## src/rtl/spi_cmd_pkg.sv

```systemverilog
// Package: shared types and helpers for the SPI command engine.
// Assumes at most five bytes are sent and three received per command.
package spi_cmd_pkg;

    localparam int MAX_TX = 5;
    localparam int MAX_RX = 3;

    typedef enum logic [1:0] {
        ST_IDLE  = 2'd0,
        ST_SHIFT = 2'd1,
        ST_DONE  = 2'd2
    } eng_state_t;

    typedef struct packed {
        logic       fast;
        logic [1:0] rcnt;
        logic [1:0] wcode;
    } ctrl_t;

    typedef logic [MAX_TX-1:0][7:0] tx_seq_t;

    // Number of bytes sent for a two-bit length code.
    function automatic logic [2:0] send_bytes(input logic [1:0] code);
        case (code)
            2'd0:    send_bytes = 3'd1;
            2'd1:    send_bytes = 3'd2;
            2'd2:    send_bytes = 3'd4;
            default: send_bytes = 3'd5;
        endcase
    endfunction

    // Wire-order byte sequence; entry 0 is sent first.
    function automatic tx_seq_t build_seq(input logic [1:0] code,
                                          input logic [7:0] op,
                                          input logic [7:0] a_hi,
                                          input logic [7:0] a_mid,
                                          input logic [7:0] a_lo,
                                          input logic [7:0] tail);
        tx_seq_t s;
        s = '0;
        s[0] = op;
        case (code)
            2'd1: s[1] = tail;
            2'd2: begin s[1] = a_hi; s[2] = a_mid; s[3] = a_lo; end
            2'd3: begin s[1] = a_hi; s[2] = a_mid; s[3] = a_lo; s[4] = tail; end
            default: ;
        endcase
        build_seq = s;
    endfunction

endpackage

```

## src/rtl/spi_clk_div.sv

```systemverilog
// Module: spi_clk_div
// Produces a one-cycle tick every half SCK period while a transfer runs.
// Assumes FAST_HALF and SLOW_HALF are at least 1; the count restarts
// whenever run is low so the first tick comes a full half period after start.
module spi_clk_div #(
    parameter int FAST_HALF = 2,
    parameter int SLOW_HALF = 4
) (
    input  logic clk,
    input  logic rst_n,
    input  logic run,
    input  logic fast,
    output logic tick
);
    localparam int MAXH = (SLOW_HALF > FAST_HALF) ? SLOW_HALF : FAST_HALF;
    localparam int CW   = $clog2(MAXH) + 1;
    localparam logic [CW-1:0] FAST_LIM = CW'(FAST_HALF - 1);
    localparam logic [CW-1:0] SLOW_LIM = CW'(SLOW_HALF - 1);

    logic [CW-1:0] cnt;
    logic [CW-1:0] lim;

    // Select the terminal count for the chosen rate.
    always_comb lim = fast ? FAST_LIM : SLOW_LIM;

    assign tick = run && (cnt == lim);

    // Half-period counter, held at zero while idle.
    always_ff @(posedge clk) begin
        if (!rst_n || !run) cnt <= '0;
        else if (tick)      cnt <= '0;
        else                cnt <= cnt + 1'b1;
    end
endmodule

```

## src/rtl/spi_cmd_regs.sv

```systemverilog
// Module: spi_cmd_regs
// Byte register window: opcode, reversed address bytes, trailing byte,
// three response slots and the status read. Writes to 1..4 and 7 are
// accepted at any time; the sequencer snapshots them at start.
module spi_cmd_regs
    import spi_cmd_pkg::*;
(
    input  logic       clk,
    input  logic       rst_n,
    input  logic       wr_en,
    input  logic [2:0] wr_addr,
    input  logic [7:0] wr_data,
    input  logic [2:0] rd_addr,
    output logic [7:0] rd_data,
    input  logic       busy,
    input  logic       rx_clr,
    input  logic       rx_we,
    input  logic [1:0] rx_idx,
    input  logic [7:0] rx_byte,
    output logic [7:0] op_q,
    output logic [7:0] a_hi_q,
    output logic [7:0] a_mid_q,
    output logic [7:0] a_lo_q,
    output logic [7:0] tail_q
);
    logic [MAX_RX-1:0][7:0] rx_q;

    // Host writes into the send-side byte registers.
    always_ff @(posedge clk) begin
        if (!rst_n) begin
            op_q <= '0; a_hi_q <= '0; a_mid_q <= '0; a_lo_q <= '0; tail_q <= '0;
        end else if (wr_en) begin
            case (wr_addr)
                3'd1: op_q    <= wr_data;
                3'd2: a_lo_q  <= wr_data;
                3'd3: a_mid_q <= wr_data;
                3'd4: a_hi_q  <= wr_data;
                3'd7: tail_q  <= wr_data;
                default: ;
            endcase
        end
    end

    // Response slots: cleared at start, filled as bytes arrive.
    generate
        for (genvar i = 0; i < MAX_RX; i++) begin : g_rx
            always_ff @(posedge clk) begin
                if (!rst_n || rx_clr)                   rx_q[i] <= '0;
                else if (rx_we && (rx_idx == 2'(i)))    rx_q[i] <= rx_byte;
            end
        end
    endgenerate

    // Combinational read mux.
    always_comb begin
        case (rd_addr)
            3'd0:    rd_data = {busy, 7'd0};
            3'd1:    rd_data = op_q;
            3'd2:    rd_data = a_lo_q;
            3'd3:    rd_data = a_mid_q;
            3'd4:    rd_data = a_hi_q;
            3'd5:    rd_data = rx_q[0];
            3'd6:    rd_data = rx_q[1];
            default: rd_data = rx_q[2];
        endcase
    end
endmodule

```

## src/rtl/spi_shift_fsm.sv

```systemverilog
// Module: spi_shift_fsm
// Sequences one command: lowers chip select, shifts the snapshot out
// MSB first in mode 0, samples MISO on rising SCK, hands each response
// byte to the register window, then releases chip select.
// Assumes start is only raised while idle.
module spi_shift_fsm
    import spi_cmd_pkg::*;
(
    input  logic       clk,
    input  logic       rst_n,
    input  logic       start,
    input  ctrl_t      ctrl,
    input  tx_seq_t    seq,
    input  logic       tick,
    input  logic       miso,
    output logic       busy,
    output logic       fast_q,
    output logic       sck,
    output logic       mosi,
    output logic       cs_n,
    output logic       rx_we,
    output logic [1:0] rx_idx,
    output logic [7:0] rx_byte
);
    eng_state_t state;
    tx_seq_t    seq_q;
    logic [7:0] sh_tx;
    logic [7:0] sh_rx;
    logic [2:0] bit_cnt;
    logic [3:0] byte_idx;
    logic [3:0] total;
    logic [2:0] wbytes;
    logic [3:0] nxt;
    logic [3:0] rdiff;
    logic       byte_end;

    assign busy     = (state != ST_IDLE);
    assign mosi     = sh_tx[7];
    assign nxt      = byte_idx + 4'd1;
    assign rdiff    = byte_idx - {1'b0, wbytes};
    assign byte_end = (state == ST_SHIFT) && tick && sck && (bit_cnt == 3'd7);

    // Response byte hand-off at the falling edge that ends a read byte.
    always_comb begin
        rx_we   = byte_end && (byte_idx >= {1'b0, wbytes});
        rx_idx  = rdiff[1:0];
        rx_byte = sh_rx;
    end

    // Transfer sequencer.
    always_ff @(posedge clk) begin
        if (!rst_n) begin
            state    <= ST_IDLE;
            seq_q    <= '0;
            sh_tx    <= '0;
            sh_rx    <= '0;
            bit_cnt  <= '0;
            byte_idx <= '0;
            total    <= '0;
            wbytes   <= '0;
            fast_q   <= 1'b0;
            sck      <= 1'b0;
            cs_n     <= 1'b1;
        end else begin
            case (state)
                ST_IDLE: begin
                    if (start) begin
                        seq_q    <= seq;
                        sh_tx    <= seq[0];
                        wbytes   <= send_bytes(ctrl.wcode);
                        total    <= {1'b0, send_bytes(ctrl.wcode)} + {2'b00, ctrl.rcnt};
                        byte_idx <= '0;
                        bit_cnt  <= '0;
                        fast_q   <= ctrl.fast;
                        sck      <= 1'b0;
                        cs_n     <= 1'b0;
                        state    <= ST_SHIFT;
                    end
                end
                ST_SHIFT: begin
                    if (tick) begin
                        if (!sck) begin
                            sck   <= 1'b1;
                            sh_rx <= {sh_rx[6:0], miso};
                        end else begin
                            sck <= 1'b0;
                            if (bit_cnt == 3'd7) begin
                                bit_cnt  <= '0;
                                byte_idx <= nxt;
                                seq_q    <= {8'h00, seq_q[MAX_TX-1:1]};
                                sh_tx    <= (nxt < {1'b0, wbytes}) ? seq_q[1] : 8'h00;
                                if (nxt == total) state <= ST_DONE;
                            end else begin
                                bit_cnt <= bit_cnt + 3'd1;
                                sh_tx   <= {sh_tx[6:0], 1'b0};
                            end
                        end
                    end
                end
                ST_DONE: begin
                    if (tick) begin
                        cs_n  <= 1'b1;
                        state <= ST_IDLE;
                    end
                end
                default: state <= ST_IDLE;
            endcase
        end
    end
endmodule

```

## src/rtl/spi_cmd_engine.sv

```systemverilog
// Module: spi_cmd_engine (top)
// Register-mapped SPI command master with coded send length (1/2/4/5
// bytes), up to three response bytes and two divided clock rates.
// Assumes a single host that polls bit 7 of offset 0 for completion.
module spi_cmd_engine
    import spi_cmd_pkg::*;
#(
    parameter int FAST_HALF = 2,
    parameter int SLOW_HALF = 4
) (
    input  logic       clk,
    input  logic       rst_n,
    input  logic       wr_en,
    input  logic [2:0] wr_addr,
    input  logic [7:0] wr_data,
    input  logic [2:0] rd_addr,
    output logic [7:0] rd_data,
    output logic       spi_sck,
    output logic       spi_mosi,
    input  logic       spi_miso,
    output logic       spi_cs_n
);
    logic       busy;
    logic       start;
    logic       tick;
    logic       fast_q;
    logic       rx_we;
    logic [1:0] rx_idx;
    logic [7:0] rx_byte;
    logic [7:0] op_q, a_hi_q, a_mid_q, a_lo_q, tail_q;
    ctrl_t      ctrl;
    tx_seq_t    seq;

    // Decode a valid start request from a control write while idle.
    always_comb begin
        ctrl.fast  = wr_data[4];
        ctrl.rcnt  = wr_data[3:2];
        ctrl.wcode = wr_data[1:0];
        start      = wr_en && (wr_addr == 3'd0) && (wr_data[7:5] == 3'b010) && !busy;
        seq        = build_seq(ctrl.wcode, op_q, a_hi_q, a_mid_q, a_lo_q, tail_q);
    end

    spi_cmd_regs u_regs (
        .clk     (clk),
        .rst_n   (rst_n),
        .wr_en   (wr_en),
        .wr_addr (wr_addr),
        .wr_data (wr_data),
        .rd_addr (rd_addr),
        .rd_data (rd_data),
        .busy    (busy),
        .rx_clr  (start),
        .rx_we   (rx_we),
        .rx_idx  (rx_idx),
        .rx_byte (rx_byte),
        .op_q    (op_q),
        .a_hi_q  (a_hi_q),
        .a_mid_q (a_mid_q),
        .a_lo_q  (a_lo_q),
        .tail_q  (tail_q)
    );

    spi_clk_div #(
        .FAST_HALF (FAST_HALF),
        .SLOW_HALF (SLOW_HALF)
    ) u_div (
        .clk   (clk),
        .rst_n (rst_n),
        .run   (busy),
        .fast  (fast_q),
        .tick  (tick)
    );

    spi_shift_fsm u_fsm (
        .clk     (clk),
        .rst_n   (rst_n),
        .start   (start),
        .ctrl    (ctrl),
        .seq     (seq),
        .tick    (tick),
        .miso    (spi_miso),
        .busy    (busy),
        .fast_q  (fast_q),
        .sck     (spi_sck),
        .mosi    (spi_mosi),
        .cs_n    (spi_cs_n),
        .rx_we   (rx_we),
        .rx_idx  (rx_idx),
        .rx_byte (rx_byte)
    );
endmodule

```

## config.mk

```make
export PLATFORM = sky130hd
export DESIGN_NAME = spi_cmd_engine
export DESIGN_NICKNAME = d
export VERILOG_FILES = /design/src/rtl/spi_cmd_pkg.sv /design/src/rtl/spi_clk_div.sv /design/src/rtl/spi_cmd_regs.sv /design/src/rtl/spi_shift_fsm.sv /design/src/rtl/spi_cmd_engine.sv
export SDC_FILE = /design/constraint.sdc
export NUM_CORES = 1
export LEC_CHECK = 0
export BUFFER_PORTS_ARGS = -buffer_cell sky130_fd_sc_hd__buf_2
export CAP_MARGIN = 20
export CORE_MARGIN = 3
export CORE_UTILIZATION = 51
export CTS_CLUSTER_DIAMETER = 200
export DETAILED_ROUTE_END_ITERATION = 6
export GPL_TIMING_DRIVEN = 0
export PLACE_DENSITY = 0.68
export SLEW_MARGIN = 20
export SYNTH_ARGS = -nofsm -noshare
export SYNTH_HDL_FRONTEND = slang
export SYNTH_SLANG_ARGS = --single-unit
```

## constraint.sdc

```tcl
create_clock -name clk -period 2.5 [get_ports clk]
set_input_delay 0.375 -clock clk [delete_from_list [all_inputs] [get_ports clk]]
set_output_delay 0.375 -clock clk [all_outputs]
set_load 0.1 [all_outputs]
```

After elaboration in Yosys (flattened, before gate mapping)
Cells that the tools add are included.

word-level totals
  register bits = 134

cells by class
  multiplexer cells = 43
  bitwise logic cells = 1
  eq/ne operators = 28
  order comparisons = 2
  $add $sub $neg = 5
  reductions and logical operators = 37

operator list
  cell                                                              count
  40-bit two-way mux                                                4
  40-bit one-hot mux with 2 select lines                            1
  8-bit one-hot mux with 7 select lines                             1
  8-bit two-way mux                                                 6
  8-bit one-hot mux with 2 select lines                             2
  3-bit two-way mux                                                 7
  3-bit == test (second input constant)                             6
  16-bit two-way mux                                                1
  4-bit two-way mux                                                 4
  3-bit by 2-bit == test with 1-bit output (second input constant)  5
  2-bit two-way mux                                                 7
  2-bit AND reduction                                               6
  1-bit logical AND                                                 11
  3-bit one-hot mux with 3 select lines                             1
  3-bit AND reduction                                               3
  2-bit == test (second input constant)                             4
  4-bit one-hot mux with 2 select lines                             1
  3-bit by 1-bit adder with 3-bit output (second input constant)    2
  2-bit by 1-bit == test with 1-bit output (second input constant)  3
  3-bit by 1-bit == test with 1-bit output (second input constant)  2
  2-bit logical NOT                                                 3
  3-bit logical NOT                                                 2
  2-bit by 1-bit != test with 1-bit output (second input constant)  3
  2-bit != test (second input constant)                             3
  other kinds (19)                                                  28

Depth between registers and ports, before layout
  depth in word-level cells = 8
  mapped depth = 10

By module
A second synthesis with hierarchy kept.

unflattened totals
  cells, all modules = 730
  area, all modules = 6,693.9 um^2

by module, submodules not included
  module          cells each  instances  area an instance (um^2)  seq. area each (um^2)
  spi_shift_fsm   382         1          3,295.7                  1,341.3
  spi_cmd_regs    295         1          2,991.6                  1,281.2
  spi_cmd_engine  40          1          277.8                    0.0
  spi_clk_div     13          1          128.9                    60.1

Worst setup path after synthesis
Ideal clock, no wire load.

  path type = input to output
  from = in rd_addr[0]
  to = out rd_data[5]
  required time = 2,125 ps
  path slack = -1,227 ps
  cell stages on the path = 6
  arrival = 3,352 ps
  path through = clkbuf_1 -> clkbuf_1 -> nand2_1 -> nor2_1 -> a21oi_1 -> o21ai_0

between the ends
  cells in the longest elaborated chain, start to end = 2

RTL lines
  item                                         line                  source
  start: declaration                           spi_cmd_engine.sv:16  input logic [2:0] rd_addr,
  3-bit == test, or another cell as far along  spi_cmd_regs.sv:56    case (rd_addr)
  8-bit one-hot mux with 7 select lines (*)    spi_cmd_regs.sv:56
  end: declaration                             spi_cmd_engine.sv:17  output logic [7:0] rd_data,

Mark *: on every way between the ends. The rest lies on a longest branch, timed or not.

Final worst setup path
  from = reg u_fsm.state[0]
  to = out rd_data[7]

between the ends
  cells in the longest elaborated chain, start to end = 2

RTL lines
  item                                   line                 source
  start: declaration                     spi_shift_fsm.sv:25  eng_state_t state;
  start signal: assignment               spi_shift_fsm.sv:53  state <= ST_IDLE;
  start signal: assignment               spi_shift_fsm.sv:77  state <= ST_SHIFT;
  start signal: assignment               spi_shift_fsm.sv:92  if (nxt == total) state <= ST_DONE;
  2-bit nonzero test                     spi_shift_fsm.sv:37  assign busy = (state != ST_IDLE);
  8-bit one-hot mux with 7 select lines  spi_cmd_regs.sv:56

Every way passes these cells.

==> impl_results.md <==
* CP cell instances: buf_2 > or2_2 > mux4_2 > mux2_2 > buf_6
* Layout cell share with drive strength beyond 1 at roughly 15%
* Crit path kind: flop to output pin
* Slowest stage cell on the critical path: mux4_2
* Final setup violation count at 1
* Leakage at around 2.7 nW
* Non-Filler Instances at around 870
* Clock Latency Late Sink at 420 ps
* Die width at 115 um
* Die area at 13,200 sq um
* Routing usage on met3 at ~7.6%
* Fin. Hold Viols at 0
* Slew Limit Fails at 0
* Violated checks: negative setup slack
* HP Class: input pin to flop
* Count of warnings emitted by yosys at 0
* Mux share of post-synthesis cell area at about an eighth
* Part of the power in registers at 45.9%
* Fmax achieved at roughly 380 MHz
* Mean post-synth cell area at just over 9 sq um
* Routability congestion estimate at 0.943
* Type of origin of the critical path: flop
* Initial Utilization at 52.6%
* Most common cell after layout, fill and taps aside: dfxtp_1
* Switch Pwr at about 0.0011 W
* Hold WS at approximately 200 ps
* Antenna diodes at 0
* Pre-antenna DRT Iters at 5
* Grt peak-use layer: met2
* Syn nets at roughly 700
* CTS tree: done
* Placement Setup Slack at -233 ps
* Dpl cells at ~830
* Yosys top cell area share at between 40 and 50%
* Ys async rst share at 0%
* Ys flop type: dfxtp_1
* Routed wire length at ~17 mm
* Met2 Use GR at between 40% and 50%
* Drt drc at 0
* Sink Count at around 130
* Root buffer cell: clkbuf_16
* CP max FO at 10
* Logic pwr share at between 6 and 7%
* CTS H-Tree Depth at 4
* Worst path max stage delay at around 520 ps
* Sw frac at between 20% and 30%
* Status: complete, but fails checks
* Fill cells at about 1,000
* Routed wire length per instance at 19.7 um
* Slew at the pin with the worst max-slew slack at about 760 ps
* Post-synthesis simple-gate area fraction at a little under a fifth
* PortBufs at 26
* Complex-gate fraction of the synthesized area at ~15%
* Cells after synthesis at between 600 and 700
* Synth cell types at between 50 and 60
* Clock power frac at 47.9%
* Yosys top cell by area: dfxtp_1
* Maxcap violations at 0
* Die H at around 110 um
* Critical Path End Type: output pin
* Post-CTS Hold Buffers at 0
* Power Dens Cells at a little under 700 nW/um^2
* Area growth syn-to-layout at 15.3%
* Mapped Area at 6060 sq um
* Via count at between 5,000 and 6,000
* CP required at 2120 ps
* Largest net degree at the start of global routing at 17
* Seq/Total Area, Yosys at ~44%
* Leading cell types in the layout, fill and taps excluded: dfxtp_1, nor2_1, nand2_1, mux2i_1, a21oi_1
* Clk_skew at around 5.1 ps
* Crit path DAT at about 2200 ps
* Min Tclk post-route at around 2600 ps
* Synth Area in Adders at under 10%
* Slew Limit Headroom at between 40 and 50%
* Peak supply drop at ~0.5 mV
* Number of synthesized flops with an enable pin at 0
* CORE AREA at between 10,000 and 15,000 sq um
* Final net count at 749
* Congestion Overflow GR at 0
* Dpl hpwl at 12.7 mm
* Clk buf depth at 2
* # IOs at 29
* Final ANT Viol Nets at 0
* Vias per inst at between 6 and 7
* Initial antenna violation count at 0
* Total CTS buffers at 17
* Rows at 39
* Main combinational cell family by area after synthesis: simple AND/OR/NAND/NOR gates
* Clock-pin slew on the worst setup and hold paths at approximately 50 ps
* Setup TNS Final at -119 ps
* Pint at approximately 0.0036 W
* Met1 Use GR at 35.1%
* GRT Util Overall at between 20% and 30%
* First-pass GRT wire length at around 27 mm
* Ranking of synthesized cells by area: dfxtp_1, mux2i_1, nor2_1
* Initial drt markers at 467
* Synth Area in XOR/XNOR at 1.30%
* Final Worst Setup Slack at -119 ps
* Crit share post-route at 105%
* Unrepaired setup endpoints after global routing: yes
* Number of global-route vias before repair at between 4,000 and 5,000
* #FFs+latches synth at ~130
==> final timing paths <==
check	start	to	slack [ps]	cells past startpoint
setup / recovery	u_fsm.state[0]$_SDFFE_PN0P_	rd_data[7]	-120	5
setup reg to reg	u_fsm.byte_idx[0]$_SDFFE_PN0P_	u_regs.rx_q[6]$_SDFFE_PP0P_	140	10
hold reg to reg	u_div.cnt[0]$_SDFF_PP0_	u_div.cnt[0]$_SDFF_PP0_	450	1
hold / removal	spi_miso	u_fsm.rx_byte[0]$_SDFFE_PN0P_	200	3
==> power groups by stage <==
stage                     sequential [W]  clock (W)  combinational, W
final                            0.00217    0.00227          0.000295
after global routing             0.00217    0.00240          0.000315
after CTS                        0.00217    0.00229          0.000289
after detailed placement         0.00222          0          0.000286
after global placement           0.00222          0          0.000282
after floorplan                  0.00221          0          0.000194
==> layout make-up <==
class | count | area [sq um] | share of cell area (%)
buffer | 47 | 230 | 3.30
clock buffer | 28 | 527 | 7.54
clock inverter | 3 | 15.0 | 0.215
inverter | 20 | 75.1 | 1.08
multi-input combinational | 463 | 3110 | 44.5
sequential | 134 | 2680 | 38.4
tap | 143 | 179 | 2.56
timing repair buffer | 29 | 165 | 2.37
==> critical path: cells and delay by family, from the launching register on <==
kind / cells / cell delay [ps]
and+or+nand+nor: 1 / 320
DFF: 1 / 330
buffers and inverters: 2 / 360
muxes: 2 / 820
==> per-layer routing <==
layer / vias to the layer above / share of wire (%)
li1: 2470 / -
met1: 2523 / 44
met2: 187 / 47
met3: 37 / 6.2
met4: 0 / 2.3
met5: - / 0
==> Yosys cell counts (all sizes together) (4+ instances only) <==
master and instances:
a221oi 38, o31ai 7, clkbuf 29, o21ai 10, nand3 14, nand2 69
nor4 4, or2 4, mux2 8, nor3 29, xnor2 6, mux2i 48
a22o 8, ha 17, a21oi 42, a22oi 8, buf 18, nor2b 4
a211oi 4, mux4 8, nor2 101, dfxtp 134, inv 19
==> per-stage QoR <==
step,util (%),cell area (sq um),power (W)
after floorplan,-,6070,0.00240
after global placement,55.4,6380,0.00250
after detailed placement,55.4,6380,0.00251
after CTS,60.3,6950,0.00475
after global routing,60.6,6980,0.00489
final,60.6,6980,0.00474
==> sequential cells by signal, indices dropped and copies added (netlist names), 4 cells and up <==
register,cells
u_fsm.total,4
u_regs.a_mid_q,8
u_fsm.sh_tx,8
u_fsm.seq_q,32
u_regs.a_lo_q,8
u_regs.tail_q,8
u_fsm.rx_byte,8
u_fsm.byte_idx,4
u_regs.op_q,8
u_regs.rx_q,24
u_regs.a_hi_q,8
==> repair_timing <==
action,in CTS,in global routing
gates resized for setup,7,9
pin swaps,0,1
endpoints found under the setup margin,16,40
buffers inserted,0,3
==> kinds of logic after synthesis <==
logic type / Yosys count
adder cells (fa/ha/maj): 19
buffers and inverters: 67
AND/OR/NAND/NOR: 243
flip-flops: 134
multiplexers: 64
AO/OA/AOI/OAI: 128
XOR/XNOR: 9
Note: power is estimated with default switching activity, not from simulation.
